**config.mk**
```make
export PLATFORM = sky130hd
export DESIGN_NAME = dual_interval_timer
export DESIGN_NICKNAME = d
export VERILOG_FILES = /design/src/rtl/dit_pkg.sv /design/src/rtl/dit_counter.sv /design/src/rtl/dit_irq_fsm.sv /design/src/rtl/dit_bus_decode.sv /design/src/rtl/dual_interval_timer.sv
export SDC_FILE = /design/constraint.sdc
export NUM_CORES = 1
export LEC_CHECK = 0
export ABC_AREA = 1
export BUFFER_PORTS_ARGS = -buffer_cell sky130_fd_sc_hd__buf_2
export CORE_MARGIN = 5
export CORE_UTILIZATION = 40
export DETAILED_ROUTE_END_ITERATION = 8
export GPL_ROUTABILITY_DRIVEN = 0
export GPL_TIMING_DRIVEN = 0
export PLACE_DENSITY_LB_ADDON = 0.12
export SYNTH_ARGS = -nofsm -noshare
export SYNTH_HDL_FRONTEND = slang
export SYNTH_HIERARCHICAL = 1
export SYNTH_SLANG_ARGS = --single-unit
```
**constraint.sdc**
```tcl
create_clock -name clk -period 1.95 [get_ports clk]
set_clock_uncertainty 0.15 [all_clocks]
set_input_delay 0.39 -clock clk [delete_from_list [all_inputs] [get_ports clk]]
set_output_delay 0.39 -clock clk [all_outputs]
set_load 0.01 [all_outputs]
```
**src/rtl/dit_pkg.sv**
```systemverilog
package dit_pkg;

    typedef enum logic [1:0] {
        ST_OFF   = 2'd0,
        ST_ARMED = 2'd1,
        ST_FIRED = 2'd2
    } irq_state_e;

    localparam logic [1:0] SEL_COUNT = 2'd0;
    localparam logic [1:0] SEL_CTRL  = 2'd1;
    localparam logic [1:0] SEL_LIMIT = 2'd2;
    localparam logic [1:0] SEL_SPARE = 2'd3;

    localparam int IE_BIT = 0;
    localparam int NH_BIT = 1;

endpackage

```
**src/rtl/dit_counter.sv**
```systemverilog
module dit_counter #(
    parameter int DATA_W = 32
) (
    input  logic              clk,
    input  logic              rst_n,
    input  logic              tick_en,
    input  logic              wr_count,
    input  logic              wr_limit,
    input  logic [DATA_W-1:0] wdata,
    output logic [DATA_W-1:0] count,
    output logic [DATA_W-1:0] limit,
    output logic              match
);

    // A match only counts on a real tick; a software count write displaces it.
    always_comb begin
        match = tick_en && !wr_count && (count == limit);
    end

    always_ff @(posedge clk or negedge rst_n) begin
        if (!rst_n) begin
            count <= '0;
        end else if (wr_count) begin
            count <= wdata;
        end else if (tick_en) begin
            count <= match ? '0 : count + 1'b1;
        end
    end

    always_ff @(posedge clk or negedge rst_n) begin
        if (!rst_n) begin
            limit <= '1;
        end else if (wr_limit) begin
            limit <= wdata;
        end
    end

endmodule

```
**src/rtl/dit_irq_fsm.sv**
```systemverilog
module dit_irq_fsm
    import dit_pkg::*;
(
    input  logic clk,
    input  logic rst_n,
    input  logic ctrl_wr,
    input  logic ie_wr,
    input  logic nh_wr,
    input  logic match,
    output logic irq,
    output logic ie,
    output logic nh
);

    irq_state_e state_q, state_nx;

    always_comb begin
        state_nx = state_q;
        if (ctrl_wr) begin
            // Acknowledge always clears; a coincident match re-fires when enabled.
            if (!ie_wr) begin
                state_nx = ST_OFF;
            end else if (match) begin
                state_nx = ST_FIRED;
            end else begin
                state_nx = ST_ARMED;
            end
        end else begin
            unique case (state_q)
                ST_OFF:   state_nx = ST_OFF;
                ST_ARMED: state_nx = match ? ST_FIRED : ST_ARMED;
                ST_FIRED: state_nx = ST_FIRED;
                default:  state_nx = ST_OFF;
            endcase
        end
    end

    always_ff @(posedge clk or negedge rst_n) begin
        if (!rst_n) begin
            state_q <= ST_OFF;
        end else begin
            state_q <= state_nx;
        end
    end

    always_ff @(posedge clk or negedge rst_n) begin
        if (!rst_n) begin
            nh <= 1'b0;
        end else if (ctrl_wr) begin
            nh <= nh_wr;
        end
    end

    always_comb begin
        irq = 1'b0;
        ie  = 1'b0;
        unique case (state_q)
            ST_OFF:   begin irq = 1'b0; ie = 1'b0; end
            ST_ARMED: begin irq = 1'b0; ie = 1'b1; end
            ST_FIRED: begin irq = 1'b1; ie = 1'b1; end
            default:  begin irq = 1'b0; ie = 1'b0; end
        endcase
    end

endmodule

```
**src/rtl/dit_bus_decode.sv**
```systemverilog
module dit_bus_decode
    import dit_pkg::*;
#(
    parameter int NUM_TIMERS = 2,
    parameter int DATA_W     = 32,
    parameter int TSEL_W     = 1,
    parameter int ADDR_W     = 3
) (
    input  logic                                clk,
    input  logic                                rst_n,
    input  logic [ADDR_W-1:0]                   bus_addr,
    input  logic                                bus_we,
    input  logic [NUM_TIMERS-1:0][DATA_W-1:0]   count_q,
    input  logic [NUM_TIMERS-1:0][DATA_W-1:0]   limit_q,
    input  logic [NUM_TIMERS-1:0][DATA_W-1:0]   ctrl_q,
    output logic [NUM_TIMERS-1:0]               wr_count,
    output logic [NUM_TIMERS-1:0]               wr_ctrl,
    output logic [NUM_TIMERS-1:0]               wr_limit,
    output logic [DATA_W-1:0]                   bus_rdata
);

    logic [TSEL_W-1:0] tsel;
    logic [1:0]        rsel;
    logic [DATA_W-1:0] rd_nx;

    assign tsel = bus_addr[ADDR_W-1:2];
    assign rsel = bus_addr[1:0];

    for (genvar i = 0; i < NUM_TIMERS; i++) begin : g_strobe
        logic hit;
        assign hit         = bus_we && (tsel == TSEL_W'(i));
        assign wr_count[i] = hit && (rsel == SEL_COUNT);
        assign wr_ctrl[i]  = hit && (rsel == SEL_CTRL);
        assign wr_limit[i] = hit && (rsel == SEL_LIMIT);
    end

    always_comb begin
        rd_nx = '0;
        if (int'(tsel) < NUM_TIMERS) begin
            unique case (rsel)
                SEL_COUNT: rd_nx = count_q[tsel];
                SEL_CTRL:  rd_nx = ctrl_q[tsel];
                SEL_LIMIT: rd_nx = limit_q[tsel];
                SEL_SPARE: rd_nx = '0;
                default:   rd_nx = '0;
            endcase
        end
    end

    always_ff @(posedge clk or negedge rst_n) begin
        if (!rst_n) begin
            bus_rdata <= '0;
        end else begin
            bus_rdata <= rd_nx;
        end
    end

endmodule

```
**src/rtl/dual_interval_timer.sv**
```systemverilog
module dual_interval_timer
    import dit_pkg::*;
#(
    parameter int NUM_TIMERS = 2,
    parameter int DATA_W     = 32,
    parameter int TSEL_W     = (NUM_TIMERS > 1) ? $clog2(NUM_TIMERS) : 1,
    parameter int ADDR_W     = TSEL_W + 2
) (
    input  logic                  clk,
    input  logic                  rst_n,
    input  logic                  cpu_halted,
    input  logic [ADDR_W-1:0]     bus_addr,
    input  logic                  bus_we,
    input  logic [DATA_W-1:0]     bus_wdata,
    output logic [DATA_W-1:0]     bus_rdata,
    output logic [NUM_TIMERS-1:0] timer_irq
);

    logic [NUM_TIMERS-1:0][DATA_W-1:0] count_q;
    logic [NUM_TIMERS-1:0][DATA_W-1:0] limit_q;
    logic [NUM_TIMERS-1:0][DATA_W-1:0] ctrl_q;
    logic [NUM_TIMERS-1:0]             wr_count;
    logic [NUM_TIMERS-1:0]             wr_ctrl;
    logic [NUM_TIMERS-1:0]             wr_limit;

    dit_bus_decode #(
        .NUM_TIMERS (NUM_TIMERS),
        .DATA_W     (DATA_W),
        .TSEL_W     (TSEL_W),
        .ADDR_W     (ADDR_W)
    ) u_decode (
        .clk       (clk),
        .rst_n     (rst_n),
        .bus_addr  (bus_addr),
        .bus_we    (bus_we),
        .count_q   (count_q),
        .limit_q   (limit_q),
        .ctrl_q    (ctrl_q),
        .wr_count  (wr_count),
        .wr_ctrl   (wr_ctrl),
        .wr_limit  (wr_limit),
        .bus_rdata (bus_rdata)
    );

    for (genvar i = 0; i < NUM_TIMERS; i++) begin : g_timer
        logic ie;
        logic nh;
        logic tick_en;
        logic match;

        // Halt-gating set: freeze while the processor is halted.
        assign tick_en = !nh || !cpu_halted;

        dit_counter #(
            .DATA_W (DATA_W)
        ) u_counter (
            .clk      (clk),
            .rst_n    (rst_n),
            .tick_en  (tick_en),
            .wr_count (wr_count[i]),
            .wr_limit (wr_limit[i]),
            .wdata    (bus_wdata),
            .count    (count_q[i]),
            .limit    (limit_q[i]),
            .match    (match)
        );

        dit_irq_fsm u_fsm (
            .clk     (clk),
            .rst_n   (rst_n),
            .ctrl_wr (wr_ctrl[i]),
            .ie_wr   (bus_wdata[IE_BIT]),
            .nh_wr   (bus_wdata[NH_BIT]),
            .match   (match),
            .irq     (timer_irq[i]),
            .ie      (ie),
            .nh      (nh)
        );

        always_comb begin
            ctrl_q[i]         = '0;
            ctrl_q[i][IE_BIT] = ie;
            ctrl_q[i][NH_BIT] = nh;
        end
    end

endmodule

```
* Word-level counts from Yosys, hierarchy flattened *
Cells that the tools add are included.

operators by class
  add/sub/neg operators = 2
  multiply operators = 0
  divide/modulo/power cells = 0
  $lt $le $gt $ge = 1
  equal/unequal tests = 9
  shift operators = 0
  multiplexer cells = 25
  bitwise operators = 1
  reduce and logical (&&, ||, !) cells = 24

operator list
  kind                                                                          number
  32-bit 2-to-1 mux                                                             11
  32-bit one-hot mux with 4 select lines                                        1
  32-bit by 1-bit adder with 32-bit output, second input constant               2
  32-bit equality test                                                          2
  2-bit 2-to-1 mux                                                              7
  1-bit logical AND                                                             12
  2-bit equality test, second input constant                                    4
  2-bit one-hot mux with 2 select lines                                         2
  2-bit by 1-bit equality test with 1-bit output, second input constant         3
  1-bit logical NOT                                                             5
  1-bit 2-to-1 mux                                                              4
  2-bit nonzero test                                                            2
  2-bit OR reduction                                                            2
  2-bit logical NOT                                                             1
  1-bit logical OR                                                              2
  1-bit by 2-bit less-than comparator with 1-bit output, second input constant  1
  1-bit NOT                                                                     1

word-level totals
  bits in registers = 166
  latch bits = 0
  bits in writable memories = 0
  bits in read-only memories = 0
  input port bits = 39
  output and inout port bits = 34
  logic and storage cells = 71
  memories = 0

* Logic depth before layout (Yosys ltp) *
  depth after elaboration = 9
  mapped depth = 21

* Cells and area by module *
The synthesis kept the hierarchy.

by module, submodules not included
  module               instances  cells an instance  area an instance (um^2)
  dit_counter          2          582                4221.5
  dit_bus_decode       1          558                2976.6
  dit_irq_fsm          2          24                 177.7
  dual_interval_timer  1          3                  11.3

* Worst setup path after synthesis *
OpenSTA, ideal clock, no wires.

  kind = in2reg
  from = input port bus_addr[2]
  to = register g_timer[1].u_fsm.state_q[0]
  library setup time = 0.117 ns
  data arrival time = 2.073 ns
  data required time = 1.683 ns
  slack = -0.391 ns
  stages on the path = 18
  path buffers = 5
  cell sequence = buf_4 buf_6 buf_4 nand2_1 nor2_1 buf_6 inv_2 nand2_2 nor2_1 nand2_1 nor2_1 nand2_1 nor2_1 nand3_2 buf_2 inv_1 nand3b_1 nand2_1

on the way
  cells in the longest elaborated chain, start to end = 8

ends and longest elaborated chain
  element                                                                           line                                  text
  from (decl)                                                                       dual_interval_timer.sv:12             input logic [ADDR_W-1:0] bus_addr,
  1-bit logical AND *                                                               dit_bus_decode.sv:31                  assign hit = bus_we && (tsel == TSEL_W'(i));
  1-bit logical AND *                                                               dit_bus_decode.sv:32                  assign wr_count[i] = hit && (rsel == SEL_COUNT);
  net wr_count[1]                                                                   dual_interval_timer.sv:22             logic [NUM_TIMERS-1:0] wr_count;
  1-bit logical NOT *                                                               dit_counter.sv:17                     match = tick_en && !wr_count && (count == limit);
  1-bit logical AND * (2 in series)                                                 dit_counter.sv:17
  net g_timer[1].match                                                              dual_interval_timer.sv:49             logic match;
  2-bit 2-to-1 mux *                                                                dit_irq_fsm.sv:23, dit_irq_fsm.sv:31
  2-bit one-hot mux with 2 select lines / 2-bit 2-to-1 mux (equally long branches)  dit_irq_fsm.sv:29, dit_irq_fsm.sv:21
  2-bit 2-to-1 mux *                                                                dit_irq_fsm.sv:19                     if (ctrl_wr) begin
  net g_timer[1].u_fsm.state_nx[0]                                                  dit_irq_fsm.sv:15                     irq_state_e state_q, state_nx;
  to (signal assigned)                                                              dit_irq_fsm.sv:42                     state_q <= state_nx;
  to (decl)                                                                         dit_irq_fsm.sv:15

The timed path passes the listed nets; every way through them passes the cells marked *.
A chain may end at the register's enable or synchronous reset.

* Final worst setup path *
  from = register g_timer[1].u_counter.limit[26]
  to = register g_timer[1].u_counter.count[20]

on the way
  cells in the longest elaborated chain, start to end = 5

ends and longest elaborated chain
  element                 line               text
  from (decl)             dit_counter.sv:11  output logic [DATA_W-1:0] limit,
  from (signal assigned)  dit_counter.sv:34  limit <= wdata;
  32-bit equality test    dit_counter.sv:17
  1-bit logical AND       dit_counter.sv:17
  32-bit 2-to-1 mux       dit_counter.sv:26  count <= match ? '0 : count + 1'b1;
  32-bit 2-to-1 mux       dit_counter.sv:25  end else if (tick_en) begin
  32-bit 2-to-1 mux       dit_counter.sv:23  end else if (wr_count) begin
  to (signal assigned)    dit_counter.sv:24  count <= wdata;
  to (signal assigned)    dit_counter.sv:26
  to (decl)               dit_counter.sv:10  output logic [DATA_W-1:0] count,

Every way passes these cells. The select of a mux whose other input is x is not followed.

==> out/results.tsv <==
stage	metric	value	unit
global_route	gr-max-usage-layer	met2	
global_route	use_met3	4.04	%
logic_synthesis	synth_cell_types	35	
die	design.core.area	28900	µm²
sta	drv_slew	0	
setup_path	crit_family	simple AND/OR/NAND/NOR gates	
logic_synthesis	syn_area	11800	µm²
die	ios	73	
layout	area_delta_synth_final	26.4	%
cts	insertion_delay	450	ps
detailed_routing	vias	12100	
setup_path	path_cells	xnor2_4 > nand3_2 > nor2_1 > nand2_1 > nor2_4 > nand3_4 > buf_16 > nand2_4 > nand2_2	
detailed_routing	drtPass1Iterations	5	
power_and_ir_drop	ir_drop	0.672	mV
global_route	track_usage	26.1	%
power_and_ir_drop	p_leak	0.00723	µW
global_route	grt_pass1_wl	66.0	mm
cts	h-tree-depth	4	
setup_path	cp.arrival	2170	ps
die	dieWidth	182	µm
layout	final_core_utilization	51.5	%
global_route	antenna_found_initial	0	
logic_synthesis	syn_area_per_cell	6.65	µm²
sta	finalCriticalPeriod	1990	ps
power_and_ir_drop	total_power	17000	µW
cts	clk_pin_slew	70	ps
setup_path	crit_buf_inv	1	
worst_hold_path	hold_path.class	in2reg	
sta	setup_ws	-35.8	ps
detailed_routing	detail_route.wl_per_cell	18.7	µm
detailed_routing	drtIter0Drc	1192	
die	row_count	62	
cts	numCtsBuffers	17	
cts	cts_sinks	166	
global_route	grt_max_degree	111	
global_route	grt_pass1_vias	11200	
cts	clock_path_buffers	2	
detailed_routing	vias_per_cell	5.09	
die	dieArea	33000	µm²
outcome	violations	negative setup slack	
logic_synthesis	ys_ff_latch	166	
sta	tightest_slew	710	ps
die	initial_core_util	40.7	%
sta	slew_headroom	52.7	%
setup_path	endpoint_kind	flip-flop	
power_and_ir_drop	powerDensity	1140	nW/µm²
logic_synthesis	async_flop_share	100	%
cts	root_buffer	clkbuf_16	
die	die_h	182	µm
detailed_routing	wl	44.4	mm
global_route	grt-ovfl-total	0	
global_route	grtUsageMet1	36.8	%
logic_synthesis	ys_warn_count	6	
layout	drive_gt1_share	27.9	%
place	portBuffers	71	
sta	rsz0062_at_grt	yes	
sta	max_freq	504	MHz
sta	finalCritPeriodShare	102	%
setup_path	setup.worst_path.start_class	flip-flop	
detailed_routing	drc	0	
logic_synthesis	synthCells	1773	
layout	nNetsFinal	2023	
setup_path	slowest_delay	580	ps
logic_synthesis	synth_edf_count	0	
run	maxCapViolCount	0	
cts	tritoncts	done	
sta	hold_viol	0	
outcome	status	finished with violations	
setup_path	path_max_fanout	6	
global_route	use_met2	41.7	%
logic_synthesis	ys_dominant_reg_cell	dfrtp_1	
detailed_routing	ant_nets	0	
place	dpl.hpwl	33.8	mm
setup_path	cp.required	2140	ps
logic_synthesis	yosysSeqAreaShare	35.9	%
setup_path	critical_path_class	reg2reg	
sta	setup_viol	25	
setup_path	critPathSlowestCell	dfstp_2	
sequential cells by signal, indices dropped and copies added, names as in the netlist:
register / flops
g_timer.u_counter/count: 64
g_timer.u_fsm/nh: 2
u_decode/bus_rdata: 32
g_timer.u_counter/limit: 64
g_timer.u_fsm/state_q: 4
final timing paths:
kind	depth (start not counted)	start	endpoint	slack [ps]
min in group asynchronous	2	rst_n	g_timer[0].u_fsm/state_q[1]	310
max in group asynchronous	3	rst_n	g_timer[1].u_counter/count[30]	350
worst min-delay path	3	bus_wdata[24]	g_timer[0].u_counter/limit[24]	100
worst max-delay path	9	g_timer[1].u_counter/limit[26]	g_timer[1].u_counter/count[20]	-40
worst min register to register	2	g_timer[1].u_counter/limit[3]	g_timer[1].u_counter/limit[3]	350
worst max register to register	9	g_timer[1].u_counter/limit[26]	g_timer[1].u_counter/count[20]	-40
placed cells by master, fill, tap and decap left out, types with 5 or more instances in the layout:
master and n:
nor2_1 131, clkbuf_16 18, buf_8 8, nand2_4 12, dfrtp_1 65, nand2_2 63, o21ai_0 40, nand3_1 147
inv_6 5, xnor2_2 22, buf_2 96, clkbuf_1 16, nand2_1 582, conb_1 60, inv_2 23, clkbuf_2 6
a21oi_1 12, buf_6 15, a22oi_1 64, nor2_2 25, buf_4 58, xor2_1 26, inv_1 240, nand3b_1 6
nor2_4 14, nand4_1 14, xnor2_1 12, dfstp_2 64, dfrtp_2 37, nor3_2 7, nor2b_1 5, mux2_2 32
nand3_2 11
repair_timing:
action | 4_1_cts | 5_1_grt
gates cloned | 3 | 1
hold endpoints to repair | 40 | 0
endpoints found under the setup margin | 84 | 86
pin swaps | 24 | 49
gates resized for setup | 94 | 168
buffers inserted | 20 | 42
hold buffers | 1 | 0
layout make-up:
cell class / instances / area [µm²]
tap: 384 / 480
inverter: 267 / 1030
antenna: 1 / 2.50
sequential: 166 / 4280
timing repair buffer: 138 / 976
multi-input combinational: 1317 / 7030
clock inverter: 14 / 176
buffer: 71 / 499
clock buffer: 18 / 429
fill: 2857 / 14000
kinds of logic after synthesis:
kind of cell / share of synthesized area, %
AND/OR/NAND/NOR: 36.8
buffers and inverters: 12.3
flip-flops: 35.9
AO/OA/AOI/OAI: 6.45
XOR/XNOR: 4.76
multiplexers: 3.06
adder cells (fa/ha/maj): 0.637
other: 0.0318
layer usage:
layer  vias to the layer above  routed length (µm)
li1                       5830                   -
met1                      5700               19100
met2                       483               20600
met3                        81                3390
met4                         0                1320
met5                         -                   0
power breakdown:
group / total (µW) / switching [µW] / internal [µW] / leakage, µW
Clock: 3590 / 1560 / 2030 / 0.000291
Combinational: 7090 / 4080 / 3010 / 0.00503
Sequential: 6360 / 1680 / 4690 / 0.00192
worst register-to-register path: stages, from the launching register on:
cell and delay, ps:
dfstp_2 580, xnor2_4 170, nand3_2 140, nor2_1 110, nand2_1 100, nor2_4 130
nand3_4 180, buf_16 220, nand2_4 60, nand2_2 50
Yosys cell counts (4+ instances only):
library cell	instances	area, µm²
buf_1	4	15.0
and2_1	4	25.0
nand2_1	649	2440
ha_1	6	75.1
clkbuf_1	24	90.1
xor2_1	26	228
nor3_2	6	60.1
nor3_1	6	30.0
nand3b_1	6	45.0
dfrtp_1	102	2550
nor2b_1	6	37.5
buf_2	35	175
nor2_2	6	37.5
xnor2_1	38	333
inv_2	13	48.8
nand2_2	8	50.1
clkbuf_2	6	30.0
o21ai_0	44	220
a21oi_1	12	60.1
nand3_2	4	40.0
nor2_1	160	601
dfstp_2	64	1680
buf_6	11	124
mux2_2	32	360
nand3_1	156	781
inv_1	253	950
a22oi_1	64	480
nand4_1	14	87.6
nor2_4	4	45.0
stage by stage:
step / worst slack, ps / std cells / hold WS, ps / setup TNS (ps) / instance area [µm²]
after global placement: -2420 / 2287 / 333 / -404720 / 12900
after detailed placement: -875 / 2288 / 198 / -72250 / 13000
final: -35.8 / 2376 / 95.3 / -378 / 14900
after CTS: -27.5 / 2335 / 62.2 / -101 / 14100
after global routing: -112 / 2375 / 70.8 / -2030 / 14900
after floorplan: -194 / 1832 / -55.6 / -6750 / 12100
No activity file was read; power rests on OpenSTA's default activity.
